--- src/rtl/mac_pkg.sv ---
package mac_pkg;

    typedef enum logic [1:0] {
        OP_HOLD = 2'b00,
        OP_LOAD = 2'b01,
        OP_ADD  = 2'b10,
        OP_SUB  = 2'b11
    } mac_op_e;

    typedef enum logic [1:0] {
        RND_TRUNC = 2'b00,
        RND_NEAR  = 2'b01,
        RND_CONV  = 2'b10,
        RND_SPARE = 2'b11
    } mac_rnd_e;

endpackage

--- src/rtl/mac_mult.sv ---
module mac_mult #(
    parameter int DW = 24,
    parameter int AW = 56
) (
    input  logic [DW-1:0] a_i,
    input  logic [DW-1:0] b_i,
    output logic [AW-1:0] prod_o
);
    localparam int PW = 2 * DW;
    localparam int GW = AW - PW;

    logic signed [DW-1:0] a_s;
    logic signed [DW-1:0] b_s;
    logic signed [PW-1:0] raw;
    logic        [PW-1:0] norm;
    logic                 flip;

    always_comb begin
        a_s  = $signed(a_i);
        b_s  = $signed(b_i);
        raw  = a_s * b_s;
        // Only (-1)*(-1) makes the two top bits differ.
        flip = raw[PW-1] ^ raw[PW-2];
        if (flip) begin
            norm = {1'b0, {(PW-1){1'b1}}};
        end else begin
            norm = {raw[PW-2:0], 1'b0};
        end
        prod_o = {{GW{norm[PW-1]}}, norm};
    end

    always_comb begin
        if (a_i == {1'b1, {(DW-1){1'b0}}} && b_i == {1'b1, {(DW-1){1'b0}}}) begin
            AST_MIN_SQUARE_CLAMPS: assert (prod_o == {{(GW+1){1'b0}}, {(PW-1){1'b1}}});
        end
    end

endmodule

--- src/rtl/mac_accum.sv ---
module mac_accum #(
    parameter int AW = 56
) (
    input  logic                clk,
    input  logic                rst,
    input  mac_pkg::mac_op_e    op_i,
    input  logic [AW-1:0]       prod_i,
    output logic [AW-1:0]       acc_o
);
    import mac_pkg::*;

    typedef struct packed {
        logic [AW-1:0] acc;
    } acc_state_t;

    acc_state_t state_d;
    acc_state_t state_q;

    always_comb begin
        state_d = state_q;
        if (rst) begin
            state_d.acc = '0;
        end else begin
            case (op_i)
                OP_LOAD: state_d.acc = prod_i;
                OP_ADD:  state_d.acc = state_q.acc + prod_i;
                OP_SUB:  state_d.acc = state_q.acc - prod_i;
                default: state_d.acc = state_q.acc;
            endcase
        end
    end

    always_ff @(posedge clk) begin
        state_q <= state_d;
    end

    assign acc_o = state_q.acc;

    AST_RESET_ZEROES: assert property (@(posedge clk) rst |=> (acc_o == '0));
    AST_HOLD_KEEPS: assert property (@(posedge clk) disable iff (rst)
        (op_i == OP_HOLD) |=> $stable(acc_o));
    AST_LOAD_TAKES: assert property (@(posedge clk) disable iff (rst)
        (op_i == OP_LOAD) |=> (acc_o == $past(prod_i)));
    AST_ADD_STEPS: assert property (@(posedge clk) disable iff (rst)
        (op_i == OP_ADD) |=> (acc_o == $past(acc_o) + $past(prod_i)));
    AST_SUB_STEPS: assert property (@(posedge clk) disable iff (rst)
        (op_i == OP_SUB) |=> (acc_o == $past(acc_o) - $past(prod_i)));

endmodule

--- src/rtl/mac_store.sv ---
module mac_store #(
    parameter int DW = 24,
    parameter int AW = 56
) (
    input  logic [AW-1:0]       acc_i,
    input  mac_pkg::mac_rnd_e   rnd_i,
    output logic [DW-1:0]       word_o,
    output logic                ovf_o
);
    import mac_pkg::*;

    localparam int KW = AW + 1 - DW;
    localparam logic [AW:0] HALF = {{(AW+1-DW){1'b0}}, 1'b1, {(DW-1){1'b0}}};

    logic [AW:0]   acc_x;
    logic [AW:0]   biased;
    logic [KW-1:0] flr;
    logic [KW-1:0] near;
    logic [KW-1:0] conv;
    logic [KW-1:0] kept;
    logic          tie;
    logic          fits;

    always_comb begin
        acc_x  = {acc_i[AW-1], acc_i};
        biased = acc_x + HALF;
        flr    = acc_x[AW:DW];
        near   = biased[AW:DW];
        tie    = (acc_i[DW-1:0] == HALF[DW-1:0]);
        conv   = tie ? (flr + {{(KW-1){1'b0}}, flr[0]}) : near;
        case (rnd_i)
            RND_NEAR: kept = near;
            RND_CONV: kept = conv;
            default:  kept = flr;
        endcase
        fits = (&kept[KW-1:DW-1]) | ~(|kept[KW-1:DW-1]);
        if (fits) begin
            word_o = kept[DW-1:0];
            ovf_o  = 1'b0;
        end else begin
            word_o = kept[KW-1] ? {1'b1, {(DW-1){1'b0}}} : {1'b0, {(DW-1){1'b1}}};
            ovf_o  = 1'b1;
        end
    end

    always_comb begin
        if (ovf_o) begin
            AST_CLAMP_AT_LIMIT: assert (word_o == {1'b1, {(DW-1){1'b0}}} ||
                                        word_o == {1'b0, {(DW-1){1'b1}}});
            AST_CLAMP_SIGN: assert (word_o[DW-1] == acc_i[AW-1]);
        end
        if (rnd_i == RND_CONV && tie && !ovf_o) begin
            AST_TIE_GOES_EVEN: assert (word_o[0] == 1'b0);
        end
    end

endmodule

--- src/rtl/mac_unit.sv ---
module mac_unit #(
    parameter int DW = 24,
    parameter int GW = 8
) (
    input  logic                   clk,
    input  logic                   rst,
    input  logic [1:0]             op_i,
    input  logic [1:0]             rnd_i,
    input  logic [DW-1:0]          a_i,
    input  logic [DW-1:0]          b_i,
    output logic [2*DW+GW-1:0]     acc_o,
    output logic [DW-1:0]          word_o,
    output logic                   ovf_o
);
    import mac_pkg::*;

    localparam int PW = 2 * DW;
    localparam int AW = PW + GW;

    logic [AW-1:0] prod;
    logic [AW-1:0] acc_q;
    mac_op_e       op_e;
    mac_rnd_e      rnd_e;

    assign op_e  = mac_op_e'(op_i);
    assign rnd_e = mac_rnd_e'(rnd_i);

    mac_mult #(.DW(DW), .AW(AW)) u_mult (
        .a_i    (a_i),
        .b_i    (b_i),
        .prod_o (prod)
    );

    mac_accum #(.AW(AW)) u_accum (
        .clk    (clk),
        .rst    (rst),
        .op_i   (op_e),
        .prod_i (prod),
        .acc_o  (acc_q)
    );

    mac_store #(.DW(DW), .AW(AW)) u_store (
        .acc_i  (acc_q),
        .rnd_i  (rnd_e),
        .word_o (word_o),
        .ovf_o  (ovf_o)
    );

    assign acc_o = acc_q;

    AST_RESET_WORD_ZERO: assert property (@(posedge clk) rst |=> (word_o == '0 && !ovf_o));

endmodule

--- config.mk ---
export PLATFORM = sky130hd
export DESIGN_NAME = mac_unit
export DESIGN_NICKNAME = d
export VERILOG_FILES = /design/src/rtl/mac_pkg.sv /design/src/rtl/mac_mult.sv /design/src/rtl/mac_accum.sv /design/src/rtl/mac_store.sv /design/src/rtl/mac_unit.sv
export SDC_FILE = /design/constraint.sdc
export NUM_CORES = 2
export LEC_CHECK = 0
export BUFFER_PORTS_ARGS = -buffer_cell sky130_fd_sc_hd__buf_2
export CAP_MARGIN = 20
export CORE_MARGIN = 5
export CORE_UTILIZATION = 50
export CTS_BUF_LIST = sky130_fd_sc_hd__clkbuf_4 sky130_fd_sc_hd__clkbuf_8 sky130_fd_sc_hd__clkbuf_16
export DETAILED_ROUTE_END_ITERATION = 10
export GPL_ROUTABILITY_DRIVEN = 0
export PLACE_DENSITY = 0.67
export SLEW_MARGIN = 20
export SYNTH_ARGS = -nofsm -noshare
export SYNTH_HDL_FRONTEND = slang
export SYNTH_SLANG_ARGS = --single-unit
--- constraint.sdc ---
create_clock -name clk -period 47.4 [get_ports clk]
set_input_delay 9.48 -clock clk [delete_from_list [all_inputs] [get_ports clk]]
set_output_delay 9.48 -clock clk [all_outputs]
set_load 0.02 [all_outputs]
==> results by group <==
Timing
  – Crit path time final: 23.72 ns
  – Slew Limit Fails: 0
  – Final Cycle Share: 50.1%
  – Slew @ Worst Pin: 0.899 ns
  – Final TNS setup: 0 ns
  – # setup viols final: 0
  – RSZ-0062 raised after global routing: false
  – Setup Skew: 0.0125 ns
  – Final hold viol count: 0
  – Peak Freq: 42.1 MHz
  – Slew headroom: 40.0%

Synthesis
  – Syn Area/Cell: 8.28 sq um
  – Syn_nets: 4,467
  – Cells after Synth: 3,610
  – Cell area after synthesis: 29,900 sq um
  – Sequential-to-total area share from yosys stat: 3.75%
  – Main synth FF type: dfxtp_1
  – Flops & latches, synth: 56
  – Synthesis Warnings: 0
  – Yosys cell types: 91
  – Synth async-reset ratio: 0%
  – Post-synth EDFFs: 0

Clocking
  – Hold buffers post-CTS: 0
  – CTS Sinks: 56
  – Clock Tree Root: clkbuf_16
  – Buffer levels on the longest clock path: 2
  – Maximum level of the CTS H-tree: 2
  – Setup repair bufs after CTS: 0
  – Worst-path clk slew: 0.07 ns
  – Num CTS Buffers: 5
  – Latest clock arrival within the worst-skew pair: 0.32 ns
  – CTS resizes: 0
  – CTS tree: done

Hold path
  – WHS Path Cells: 2
  – Hold Path Origin: u_accum.acc_o[49]
  – Worst Hold Class: reg -> reg

Route
  – DR iter-0 viols: 1,692
  – Drc violations: 0
  – Final ANT Viol Nets: 0
  – Routed len/inst: 19.1 um
  – Total number of vias: 25.0k
  – Detailed Route WL: 83,000 um
  – Via/cell ratio: 5.75
  – Drt first pass iters: 6

Global routing
  – Vias in the first global route: 26.4k
  – Total global-route track usage: 26.5%
  – Initial antenna violation count: 1
  – First-pass GRT wire length: 138,000 um
  – Largest net degree at the start of global routing: 97
  – Total congestion overflow: 0

Setup path
  – WS Path Type: in -> reg
  – Startpoint types: input pin
  – Required @ worst endpoint: 47.62 ns
  – Critical path arrival: 23.94 ns
  – R2R depth: 14
  – CP max FO: 69
  – Worst setup startpoint: a_i[9]
  – Critical Path Sink Type: register
  – Reg2reg setup slack: 43.41 ns
  – Slowest stage delay, CP: 0.55 ns
  – Worst r2r src: u_accum.acc_o[1]
  – Crit-path slowest cell: fa_1

Layout
  – Layout area overhead: 4.07%
  – Max FFs per register: 56
  – Final Net Count: 4,439
  – Layout cells sized above 1: 5.56%
  – Antenna diodes: 0

Status
  – Status: completed

Floorplan
  – I/O pins: 135
  – Die W: 254 um
  – Initial Util: 50.5%
  – Die Span Y: 254 um
  – Die area: 64,700 sq um
  – Area of the core: 59,100 sq um
  – Site row count: 89

Placement
  – PortBufs: 134
  – Hpwl dp: 66,300 um

Flow run
  – Max-cap violations: 0
==> final timing paths <==
path                        to
max          u_accum.acc_o[54]
min          u_accum.acc_o[49]
max reg2reg  u_accum.acc_o[54]
min reg2reg  u_accum.acc_o[49]
==> cell usage after synthesis (19+ instances only) <==
cell      number  area, sq um
a21oi_1      209         1050
a31oi_1       22          138
dfxtp_1       56         1120
o21ai_0       91          455
nor2b_1       21          131
nor3_1        37          185
a211oi_1      55          413
ha_1         195         2440
nor2_1       238          893
xor2_1        65          569
nand2_1      445         1670
and3_1        21          131
clkbuf_1     163          612
a21o_1        54          405
nand2b_1      19          119
xnor2_1       68          596
and2_1       273         1710
fa_1         608        12200
nand4_1       33          206
nand3_1       40          200
inv_1        617         2320
mux2i_1       22          220
==> per-stage QoR <==
stage | cell area (sq um) | hold slack [ns] | setup WS [ns] | utilization [%] | std cells
finish | 31100 | 0.588 | 23.68 | 52.6 | 4355
floorplan | 29900 | 0.601 | 24.53 | - | 3610
global placement | 30900 | 0.584 | 23.85 | 52.3 | 4348
global route | 31100 | 0.619 | 22.65 | 52.6 | 4355
detailed placement | 30900 | 0.584 | 23.63 | 52.3 | 4348
CTS | 31100 | 0.592 | 23.93 | 52.6 | 4355
==> kinds of logic after synthesis <==
logic type	share of synthesized area [%]
multiplexers	1.26
flip-flops	3.75
buffers and inverters	10.1
XOR/XNOR	3.90
adder cells (fa/ha/maj)	48.9
AND/OR/NAND/NOR	19.6
AO/OA/AOI/OAI	12.5
==> layout by cell type (no fill, tap or decap), types with 15 or more instances in the layout <==
cell,instances
nand4_1,33
nor2b_1,21
o21ai_0,91
nand3_1,40
or3_1,17
o21a_1,15
a211oi_1,55
inv_1,617
buf_2,134
xor2_1,65
a21o_1,54
dfxtp_1,56
ha_1,194
a31oi_1,22
xnor2_1,68
nand2_1,445
and2_1,273
nor4_1,15
nor2_1,237
fa_1,608
a21oi_1,209
nor3_1,36
mux2i_1,22
and3_1,21
nand2b_1,19
==> final cells by class <==
class,instances,area (sq um)
Fill cell,5655,28000
Multi-Input combinational cell,2754,25800
Inverter,619,2320
Sequential cell,56,1120
Tap cell,773,967
Timing Repair Buffer,146,773
Clock buffer,7,153
==> worst max-delay path: cells and delay by family <==
kind            cells  cell delay [ns]
compound gates     15             3.83
xor+xnor            3             0.44
fa+ha+maj          11             4.85
buf+inv            10             1.32
simple gates       15             3.93
==> metal layers <==
metal	GRT usage [%]	share of wire (%)
met1	33.6	39
met2	47.2	51
met3	2.81	5.2
met4	9.65	4.3
met5	0	0
Power is not shown: default switching activity piles up to over one toggle a cycle in this logic, so the estimate is an artifact.
